===== config.mk =====
export PLATFORM = sky130hd
export DESIGN_NAME = cmov_cond_eval
export DESIGN_NICKNAME = d
export VERILOG_FILES = /design/src/rtl/cmov_cond_pkg.sv /design/src/rtl/cmov_flag_eval.sv /design/src/rtl/cmov_reg_eval.sv /design/src/rtl/cmov_cond_eval.sv
export SDC_FILE = /design/constraint.sdc
export NUM_CORES = 1
export LEC_CHECK = 0
export BUFFER_PORTS_ARGS = -buffer_cell sky130_fd_sc_hd__buf_2
export CAP_MARGIN = 25
export CORE_MARGIN = 2
export CORE_UTILIZATION = 21
export DETAILED_ROUTE_END_ITERATION = 10
export PLACE_DENSITY = 0.83
export SLEW_MARGIN = 20
export SYNTH_ARGS = -nofsm -noshare
export SYNTH_HDL_FRONTEND = slang
export SYNTH_SLANG_ARGS = --single-unit

===== constraint.sdc =====
create_clock -name vclk -period 1.7
set_input_delay 0.085 -clock vclk [all_inputs]
set_output_delay 0.085 -clock vclk [all_outputs]
set_load 0.005 [all_outputs]

===== src/rtl/cmov_cond_pkg.sv =====
`timescale 1ns/1ps
package cmov_cond_pkg;

    localparam int unsigned INSN_W  = 32;
    localparam int unsigned FLAG_W  = 4;
    localparam int unsigned CC_SETS = 2;
    localparam int unsigned SPEC_W  = 5;

    // field positions that the decode depends on
    localparam int unsigned ICC_INV_BIT  = 17;
    localparam int unsigned ICC_CODE_LSB = 14;
    localparam int unsigned ICC_SET_BIT  = 12;
    localparam int unsigned RC_SPEC_LSB  = 14;
    localparam int unsigned RC_INV_BIT   = 12;
    localparam int unsigned RC_CODE_LSB  = 10;

    typedef enum logic {
        MODE_FLAGS = 1'b0,
        MODE_REG   = 1'b1
    } cmov_mode_e;

    typedef struct packed {
        logic n;
        logic z;
        logic v;
        logic c;
    } flags_t;

    typedef enum logic [2:0] {
        IC_NEVER = 3'd0,
        IC_EQ    = 3'd1,
        IC_LE    = 3'd2,
        IC_LT    = 3'd3,
        IC_LEU   = 3'd4,
        IC_CS    = 3'd5,
        IC_NEG   = 3'd6,
        IC_VS    = 3'd7
    } icc_code_e;

    typedef enum logic [1:0] {
        RC_NEVER = 2'd0,
        RC_ZERO  = 2'd1,
        RC_LEZ   = 2'd2,
        RC_LTZ   = 2'd3
    } rcond_e;

    typedef struct packed {
        logic      invert;
        icc_code_e code;
        logic      hi_set;
    } icc_fields_t;

    typedef struct packed {
        logic [SPEC_W-1:0] spec;
        logic              invert;
        rcond_e            code;
    } reg_fields_t;

    function automatic icc_fields_t decode_icc(input logic [INSN_W-1:0] insn);
        icc_fields_t f;
        f.invert = insn[ICC_INV_BIT];
        f.code   = icc_code_e'(insn[ICC_CODE_LSB +: 3]);
        f.hi_set = insn[ICC_SET_BIT];
        return f;
    endfunction

    function automatic reg_fields_t decode_reg(input logic [INSN_W-1:0] insn);
        reg_fields_t f;
        f.spec   = insn[RC_SPEC_LSB +: SPEC_W];
        f.invert = insn[RC_INV_BIT];
        f.code   = rcond_e'(insn[RC_CODE_LSB +: 2]);
        return f;
    endfunction

    function automatic logic icc_test(input flags_t fl, input icc_code_e code);
        logic r;
        unique case (code)
            IC_NEVER: r = 1'b0;
            IC_EQ:    r = fl.z;
            IC_LE:    r = fl.z | (fl.n ^ fl.v);
            IC_LT:    r = fl.n ^ fl.v;
            IC_LEU:   r = fl.c | fl.z;
            IC_CS:    r = fl.c;
            IC_NEG:   r = fl.n;
            IC_VS:    r = fl.v;
            default:  r = 1'b0;
        endcase
        return r;
    endfunction

    function automatic logic reg_test(input logic is_zero, input logic is_neg,
                                      input rcond_e code);
        logic r;
        unique case (code)
            RC_NEVER: r = 1'b0;
            RC_ZERO:  r = is_zero;
            RC_LEZ:   r = is_zero | is_neg;
            RC_LTZ:   r = is_neg;
            default:  r = 1'b0;
        endcase
        return r;
    endfunction

endpackage


===== src/rtl/cmov_flag_eval.sv =====
`timescale 1ns/1ps
module cmov_flag_eval
    import cmov_cond_pkg::*;
#(
    parameter int unsigned SETS = CC_SETS
) (
    input  icc_fields_t               fields_i,
    input  logic [SETS*FLAG_W-1:0]    ccr_i,
    output logic                      hit_o
);

    localparam int unsigned SEL_W = (SETS > 1) ? $clog2(SETS) : 1;

    logic [SETS-1:0] set_hit;
    logic [SEL_W-1:0] set_sel;
    flags_t           sel_flags;

    // one evaluator per condition-code set
    for (genvar g = 0; g < SETS; g++) begin : g_set
        flags_t fl;
        assign fl         = flags_t'(ccr_i[g*FLAG_W +: FLAG_W]);
        assign set_hit[g] = icc_test(fl, fields_i.code);
    end

    assign set_sel   = SEL_W'(fields_i.hi_set);
    assign sel_flags = flags_t'(ccr_i[set_sel*FLAG_W +: FLAG_W]);
    assign hit_o     = set_hit[set_sel] ^ fields_i.invert;

    always_comb begin

        never_quiet_chk: assert (!(fields_i.code == IC_NEVER && !fields_i.invert) || !hit_o)
            else $error("never code produced a hit");

        never_inv_chk: assert (!(fields_i.code == IC_NEVER && fields_i.invert) || hit_o)
            else $error("inverted never code did not hit");

        eq_needs_z_chk: assert (!(fields_i.code == IC_EQ && !fields_i.invert && hit_o) || sel_flags.z)
            else $error("equal hit without Z");
    end

endmodule


===== src/rtl/cmov_reg_eval.sv =====
`timescale 1ns/1ps
module cmov_reg_eval
    import cmov_cond_pkg::*;
#(
    parameter int unsigned DATA_W = 64
) (
    input  reg_fields_t        fields_i,
    input  logic [DATA_W-1:0]  reg_val_i,
    output logic               hit_o
);

    logic [DATA_W-1:0] operand;
    logic              is_zero;
    logic              is_neg;
    logic              spec_zero;

    assign spec_zero = (fields_i.spec == '0);
    assign operand   = spec_zero ? '0 : reg_val_i;
    assign is_zero   = ~|operand;
    assign is_neg    = operand[DATA_W-1];
    assign hit_o     = reg_test(is_zero, is_neg, fields_i.code) ^ fields_i.invert;

    always_comb begin

        zero_spec_not_neg_chk: assert (!(spec_zero && fields_i.code == RC_LTZ && !fields_i.invert) || !hit_o)
            else $error("zero specifier judged negative");

        zero_spec_lez_chk: assert (!(spec_zero && fields_i.code == RC_LEZ && !fields_i.invert) || hit_o)
            else $error("zero specifier failed at-most-zero");

        reg_never_chk: assert (!(fields_i.code == RC_NEVER) || (hit_o == fields_i.invert))
            else $error("register never code mismatch");
    end

endmodule


===== src/rtl/cmov_cond_eval.sv =====
`timescale 1ns/1ps
module cmov_cond_eval
    import cmov_cond_pkg::*;
#(
    parameter int unsigned DATA_W = 64,
    parameter int unsigned IW     = INSN_W,
    localparam int unsigned CCR_W = CC_SETS * FLAG_W
) (
    input  logic              valid_i,
    input  logic              mode_i,
    input  logic [IW-1:0]     insn_i,
    input  logic [CCR_W-1:0]  ccr_i,
    input  logic [DATA_W-1:0] reg_val_i,
    output logic              take_o
);

    icc_fields_t icc_f;
    reg_fields_t reg_f;
    cmov_mode_e  mode;
    logic        flag_hit;
    logic        reg_hit;
    logic        sel_hit;

    assign icc_f = decode_icc(INSN_W'(insn_i));
    assign reg_f = decode_reg(INSN_W'(insn_i));
    assign mode  = cmov_mode_e'(mode_i);

    cmov_flag_eval #(
        .SETS (CC_SETS)
    ) u_flag (
        .fields_i (icc_f),
        .ccr_i    (ccr_i),
        .hit_o    (flag_hit)
    );

    cmov_reg_eval #(
        .DATA_W (DATA_W)
    ) u_reg (
        .fields_i  (reg_f),
        .reg_val_i (reg_val_i),
        .hit_o     (reg_hit)
    );

    always_comb begin
        unique case (mode)
            MODE_FLAGS: sel_hit = flag_hit;
            MODE_REG:   sel_hit = reg_hit;
            default:    sel_hit = 1'b0;
        endcase
    end

    assign take_o = valid_i & sel_hit;

    always_comb begin

        idle_quiet_chk: assert (valid_i || !take_o)
            else $error("take asserted without valid");

        take_source_chk: assert (!take_o || (mode == MODE_REG ? reg_hit : flag_hit))
            else $error("take from unselected mode");
    end

endmodule


==> flow_summary.json, run 1 <==
{
  "status": "finished, final reports clean",
  "postRouteAntennaNets": 0,
  "cellPowerDensity_nw_per_um2": 196,
  "crit_chain": "buf_6 > or4_4 > o21ai_2 > o311a_1 > o21ai_1 > o211a_1 > a211oi_2 > buf_2",
  "seq_power_share_pct": 0,
  "p_sw_uw": 68.5,
  "syn_inst": 62,
  "drt_iter0_markers": 9,
  "ys_types": 26,
  "slowest_delay_ps": 570,
  "post-cts-setup-buffers": 0,
  "rsz0062_at_grt": "true",
  "initial_core_util_pct": 22.5,
  "arrival_ps": 1550,
  "grt_pass1_vias": 742,
  "die-area_um2": 2230,
  "post-dp-hpwl_um": 1910,
  "leakage_uw": 0.000436,
  "timing.fmax_mhz": 613,
  "hold_class": "in -> out",
  "finalMaxSlewViolations": 0,
  "peakVddDrop_uv": 104,
  "required_ps": 1620,
  "p_int_uw": 101,
  "cp-end-kind": "primary output",
  "min_period_over_period_pct": 96.0,
  "grt_max_degree": 10,
  "io_buffers": 83,
  "worst_pin_slew_ps": 428,
  "ys_seq_area_share_pct": 0,
  "grt_usage_pct": 16.1,
  "hold_viol_final": 0,
  "combinationalPowerShare_pct": 100.0,
  "period_needed_ps": 1630,
  "syn_area_um2": 393,
  "num_antenna_cells": 0,
  "drv_cap": 0,
  "gp_congestion": 0.780,
  "drtPass1Iterations": 4,
  "drive_gt1_share_pct": 63.7,
  "drc_errors": 0,
  "regArea_um2": 0,
  "rows": 15,
  "wl_per_cell_um": 12.3,
  "fin_tns_setup_ps": 0,
  "yosys_warnings": 0,
  "vias": 887,
  "synth.net_count": 168,
  "clock_buffers": 0,
  "wirelength_um": 2100,
  "grt_overflow_total": 0,
  "core_um2": 1750,
  "routed_via_density": 5.19,
  "layout_setup_ws_ps": 67.8,
  "nNetsFinal": 254,
  "antenna_found_initial": 0,
  "grt_pass1_wl_um": 2680,
  "synthToLayoutAreaGrowth_pct": 120,
  "setup_viol": 0,
  "seq_cell_count": 0,
  "path_class": "in -> out",
  "fp.dieW_um": 47.3,
  "cp_max_fo": 3,
  "synth_area_per_cell_um2": 6.34,
  "p_clk_share_pct": 0,
  "hold_slack_ps": 527,
  "cp_slowest_cell": "or4_4",
  "ioPinCount": 107,
  "swShare_pct": 40.4,
  "cp-start-kind": "input port",
  "p_total_uw": 170,
  "die_h_um": 47.3,
  "pre_cts_slack_ps": 17.0,
  "slew_headroom_pct": 70.7
}
==> stage by stage <==
stage / area (um^2) / std cells / utilization [%]
2_1_floorplan: 393 / 62 / -
3_3_place_gp: 846 / 171 / 48.5
3_5_place_dp: 846 / 171 / 48.5
4_1_cts: 846 / 171 / 48.5
5_1_grt: 866 / 171 / 49.6
6_report: 866 / 171 / 49.6
==> power groups by stage <==
stage | sequential (uW) | clock, uW | combinational [uW]
global route | 0 | 0 | 189
finish | 0 | 0 | 170
global placement | 0 | 0 | 161
detailed placement | 0 | 0 | 167
CTS | 0 | 0 | 168
floorplan | 0 | 0 | 54.3
==> critical path, delay by kind of cell <==
| kind | cells | cell delay, ps |
|---|---|---|
| AOI/OAI and AO/OA | 5 | 660 |
| buffers and inverters | 2 | 230 |
| and+or+nand+nor | 1 | 570 |
==> final timing paths <==
| path | slack, ps | end | cells after the start | start |
|---|---|---|---|---|
| max | 70 | take_o | 8 | insn_i[16] |
| min | 530 | take_o | 4 | mode_i |
==> area by class of cell <==
type / instances / area [um^2]
well taps: 25 / 31.3
inverters: 1 / 3.75
fillers: 189 / 880
multi-input cells: 59 / 387
repair buffers: 86 / 444
==> per-layer routing <==
layer | part of all wire (%) | track usage, % | up-vias
met4 | 0.57 | 1.11 | 0
met5 | 0 | 0 | -
met1 | 32 | 13.0 | 395
met3 | 13 | 3.08 | 2
met2 | 54 | 38.1 | 56
li1 | - | - | 434
==> what timing repair did <==
item / in CTS / in global routing
hold buffers: 0 / 0
gates resized for setup: 0 / 4
setup endpoints to repair: 0 / 1
==> synthesized netlist by cell type <==
master,instances,area (um^2)
a31oi_1,1,6.26
buf_6,1,11.3
a211oi_1,1,7.51
nand2_1,5,18.8
o311a_1,1,10.0
nor4_1,17,106
inv_1,1,3.75
nor3_1,2,10.0
or2_2,2,12.5
nor2_1,3,11.3
clkbuf_2,1,5.00
a211oi_2,1,12.5
nand2b_1,1,6.26
or4_4,1,11.3
o21ai_0,2,10.0
nor3b_1,1,7.51
a21oi_1,5,25.0
o22ai_1,1,6.26
o221ai_1,3,26.3
nand4_1,4,25.0
a2111oi_0,1,8.76
xor2_1,2,17.5
o21ai_1,1,5.00
nand3_1,2,10.0
o21ai_2,1,8.76
o211a_1,1,10.0
==> layout by cell type (no fill, tap or decap), types with 2 or more instances in the layout <==
cell type  netlist  routed
a21oi_1          5       5
buf_2            0      82
buf_4            0       3
nand2_1          5       5
nand3_1          2       2
nand4_1          4       4
nor2_1           3       2
nor3_1           2       2
nor4_1          17      16
o21ai_0          2       2
o221ai_1         3       3
or2_2            2       2
xor2_1           2       2
==> logic make-up after synthesis <==
logic type	after synthesis	synth area share [%]
AO/OA/AOI/OAI	19	34.7
buffers and inverters	3	5.09
AND/OR/NAND/NOR	38	55.7
XOR/XNOR	2	4.46
No activity file was read; power rests on OpenSTA's default activity.
==> run 2, diff against run 1 <==
--- a/config.mk
+++ b/config.mk
@@ -11,6 +11,7 @@
 export CORE_UTILIZATION = 21
 export DETAILED_ROUTE_END_ITERATION = 10
 export PLACE_DENSITY = 0.83
+export REMOVE_ABC_BUFFERS = 1
 export SLEW_MARGIN = 20
 export SYNTH_ARGS = -nofsm -noshare
 export SYNTH_HDL_FRONTEND = slang
==> constraint.sdc (replaced) <==
create_clock -name vclk -period 1.7
set_input_delay 0.255 -clock vclk [all_inputs]
set_output_delay 0.255 -clock vclk [all_outputs]
set_load 0.005 [all_outputs]
==> run 2 against run 1 <==
The flow now finishes with violations (negative setup slack). Clock-buffer cell count is the same. Design area grew 1.7%. Worst hold slack gained 340 ps. Highest routed layer unchanged.
==> flow_summary.json, run 2 (synthesis results as in run 1) <==
{
  "cp_max_fo": 3,
  "wirelength_um": 2100,
  "grt_pass1_wl_um": 2910,
  "worstHoldEndpoint": "take_o",
  "die_h_um": 47.3,
  "grt_pass1_vias": 770,
  "combinationalPowerShare_pct": 100.0,
  "layout_setup_ws_ps": -277,
  "grt_util_met2_pct": 37.3,
  "arrival_ps": 1720,
  "nNetsFinal": 257,
  "grt_usage_pct": 17.3,
  "clock_buffers": 0,
  "hp-start": "mode_i",
  "drc_errors": 0,
  "holdBufCountCts": 0,
  "final_cell_mix": "buf_2 (83), nor4_1 (16), buf_4 (6), nand2_1 (5)",
  "holdPathStages": 4,
  "layout_commonest_cell": "buf_2",
  "drtPass1Iterations": 4,
  "grt_max_degree": 10,
  "fill_cells": 181,
  "drt_iter0_markers": 8,
  "rows": 15,
  "hold_class": "in -> out",
  "grtUsageMet3_pct": 4.23,
  "core_um2": 1750,
  "cellPowerDensity_nw_per_um2": 198,
  "p_sw_uw": 70.0,
  "num_antenna_cells": 0,
  "wl_per_cell_um": 12.0,
  "ioPinCount": 107,
  "period_needed_ps": 1980,
  "gp_congestion": 0.778,
  "hold_viol_final": 0,
  "grt_overflow_total": 0,
  "synthToLayoutAreaGrowth_pct": 124,
  "leakage_uw": 0.000448,
  "post-dp-hpwl_um": 1840,
  "die-area_um2": 2230,
  "peakVddDrop_uv": 96.3,
  "cp-start-kind": "input port",
  "p_clk_share_pct": 0,
  "seq_power_share_pct": 0,
  "rsz0062_at_grt": "true",
  "initial_core_util_pct": 22.5,
  "drv_cap": 0,
  "status": "finished with violations",
  "fin_tns_setup_ps": -277,
  "min_period_over_period_pct": 116,
  "timing.fmax_mhz": 506,
  "finish.utilization_pct": 50.5,
  "swShare_pct": 40.1,
  "vias": 877,
  "cp-end-kind": "primary output",
  "setup_viol": 1,
  "violations": "negative setup slack",
  "required_ps": 1440,
  "worst_pin_slew_ps": 415,
  "path_class": "in -> out",
  "routed_via_density": 5.04,
  "finalMaxSlewViolations": 0,
  "p_int_uw": 104,
  "drive_gt1_share_pct": 65.1,
  "antenna_found_initial": 0,
  "gr-max-usage-layer": "met2",
  "seq_cell_count": 0,
  "fp.dieW_um": 47.3,
  "slew_headroom_pct": 71.6,
  "postRouteAntennaNets": 0,
  "grt_util_met1_pct": 16.4,
  "regArea_um2": 0,
  "io_buffers": 83
}
[run 2: power by group through the flow]
| stage | clock [uW] | sequential, uW | combinational (uW) |
|---|---|---|---|
| floorplan | 0 | 0 | 47.3 |
| global placement | 0 | 0 | 165 |
| detailed placement | 0 | 0 | 171 |
| CTS | 0 | 0 | 174 |
| global route | 0 | 0 | 194 |
| finish | 0 | 0 | 174 |
[run 2: layer usage]
layer / vias to the layer above / routed length (um)
met4: 0 / 12
li1: 442 / -
met2: 47 / 1070
met5: - / 0
met3: 2 / 246
met1: 386 / 762
[run 2: what timing repair did]
action | in CTS | in global routing
setup buffers | 1 | 0
endpoints found under the setup margin | 1 | 1
resized for setup | 1 | 2
pin swaps | 5 | 1
[run 2: worst max-delay path by stage]
stage               slack (ps)  depth (start not counted)      to        from
detailed placement        -320                          8  take_o  insn_i[15]
floorplan                  -20                          6  take_o  insn_i[15]
global placement          -270                          8  take_o  insn_i[15]
CTS                       -300                          8  take_o  insn_i[17]
global route              -350                          8  take_o  insn_i[17]
finish                    -280                          8  take_o  insn_i[17]
[run 2: layout make-up]
class | count | area [um^2] | share of cell area, %
inverters | 1 | 3.75 | 0.426
multi-input cells | 59 | 385 | 43.8
well taps | 25 | 31.3 | 3.55
repair buffers | 89 | 460 | 52.3
[run 2: through the flow]
step | hold WS [ps] | setup slack [ps] | total power [uW] | std cells | area [um^2]
CTS | 874 | -295 | 174 | 174 | 871
finish | 871 | -277 | 174 | 174 | 881
detailed placement | 875 | -323 | 171 | 173 | 861
global placement | 872 | -273 | 165 | 173 | 861
global route | 908 | -346 | 194 | 174 | 881
floorplan | 625 | -22.9 | 47.3 | 60 | 377
[run 2: worst max-delay path, stage by stage]
cell,delay (ps)
buf_2,110
or4_4,560
nor2_2,110
a2111oi_0,80
nor3b_1,180
a31oi_1,80
a211oi_2,210
buf_2,140
==> run 3, diff against run 2 <==
==> constraint.sdc (replaced) <==
create_clock -name vclk -period 1.7
set_input_delay 0 -clock vclk [all_inputs]
set_output_delay 0 -clock vclk [all_outputs]
set_load 0.005 [all_outputs]
==> run 3 against run 2 <==
The run now ends clean. Design area down 6.5%. Flip-flop and latch count did not move. First-iteration DRC count rose by 50%. Core utilization down 3.3 points. Die area stayed put. Clock-buffer cell count is the same. Non-clock buffer count down 6. Power decreased by 7.6%. Critical path type unchanged. Highest routed layer unchanged.
==> flow_summary.json, run 3 (synthesis results as in run 1) <==
{
  "status": "finished, final reports clean",
  "worst_pin_slew_ps": 445,
  "layout_commonest_cell": "buf_2",
  "timing.fmax_mhz": 654,
  "cp-start-kind": "input port",
  "synthToLayoutAreaGrowth_pct": 110,
  "final_cell_mix": "buf_2 (83), nor4_1 (17), nand2_1 (5), a21oi_1 (5), nand4_1 (4)",
  "wirelength_um": 2010,
  "regArea_um2": 0,
  "finish.utilization_pct": 47.2,
  "crit_chain": "buf_2 > or4_4 > o21ai_2 > o311a_1 > o21ai_1 > o211a_1 > a211oi_2 > buf_2",
  "hold_class": "in -> out",
  "grt_pass1_vias": 787,
  "cp_max_fo": 7,
  "gp_congestion": 0.787,
  "crit_cells": 8,
  "grt_pass1_wl_um": 2950,
  "cp-end-kind": "primary output",
  "drc_errors": 0,
  "path_buf_inv": 2,
  "clock_buffers": 0,
  "slew_headroom_pct": 69.5,
  "routed_via_density": 5.04,
  "peakVddDrop_uv": 109,
  "ctsResizeCount": 0,
  "rsz0062_at_grt": "false",
  "finalMaxSlewViolations": 0,
  "drv_cap": 0,
  "drtPass1Iterations": 4,
  "die_h_um": 47.3,
  "vias": 846,
  "antenna_found_initial": 0,
  "period_needed_ps": 1530,
  "core_um2": 1750,
  "grt_max_degree": 11,
  "cp_slowest_cell": "or4_4",
  "rows": 15,
  "seq_cell_count": 0,
  "ioPinCount": 107,
  "min_period_over_period_pct": 89.9,
  "holdBufCountCts": 0,
  "setup_viol": 0,
  "wl_per_cell_um": 12.0,
  "p_total_uw": 161,
  "holdPathStages": 4,
  "hold_viol_final": 0,
  "cellPowerDensity_nw_per_um2": 196,
  "fin_tns_setup_ps": 0,
  "path_class": "in -> out",
  "arrival_ps": 1530,
  "post-dp-hpwl_um": 1860,
  "postRouteAntennaNets": 0,
  "cp_top_family": "compound AO/OA/AOI/OAI gates",
  "nNetsFinal": 251,
  "leakage_uw": 0.000421,
  "drive_gt1_share_pct": 61.5,
  "die-area_um2": 2230,
  "crit_path_frequent_cell": "buf_2",
  "io_buffers": 83,
  "initial_core_util_pct": 22.5,
  "slowest_delay_ps": 550,
  "post-cts-setup-buffers": 0,
  "grt_overflow_total": 0,
  "grt_usage_pct": 17.5,
  "fp.dieW_um": 47.3,
  "required_ps": 1700,
  "drt_iter0_markers": 12,
  "num_antenna_cells": 0
}
==> run 3: cell types whose count changed in the layout (fill, tap and decap cells not counted), sizes merged <==
cell / delta
buf: -6
==> run 3: layout make-up <==
class,count,area (um^2)
well taps,25,31.3
multi-input cells,59,373
fillers,176,922
inverters,1,3.75
repair buffers,83,415
==> run 3: routing by layer <==
metal | GRT usage (%) | wire length (um) | vias up
met3 | 1.54 | 233 | 4
li1 | - | - | 429
met4 | 4.44 | 32 | 0
met1 | 17.5 | 672 | 366
met2 | 36.8 | 1070 | 47
met5 | 0 | 0 | -
==> run 3: where the power goes <==
group	total, uW	leakage [uW]	internal, uW	switching, uW
clock network	0	0	0	0
registers	0	0	0	0
logic	161	0.000421	94.9	66.3
total	161	0.000421	94.9	66.3
==> run 3: through the flow <==
stage	setup WS, ps	cell area (um^2)	hold slack (ps)	cells
CTS	166	823	372	168
global placement	187	823	362	168
finish	171	823	373	168
floorplan	487	377	115	60
global route	91.2	823	421	168
detailed placement	174	823	374	168
==> run 3: final timing paths <==
path        from      to  slack (ps)
max   insn_i[15]  take_o         170
min       mode_i  take_o         370
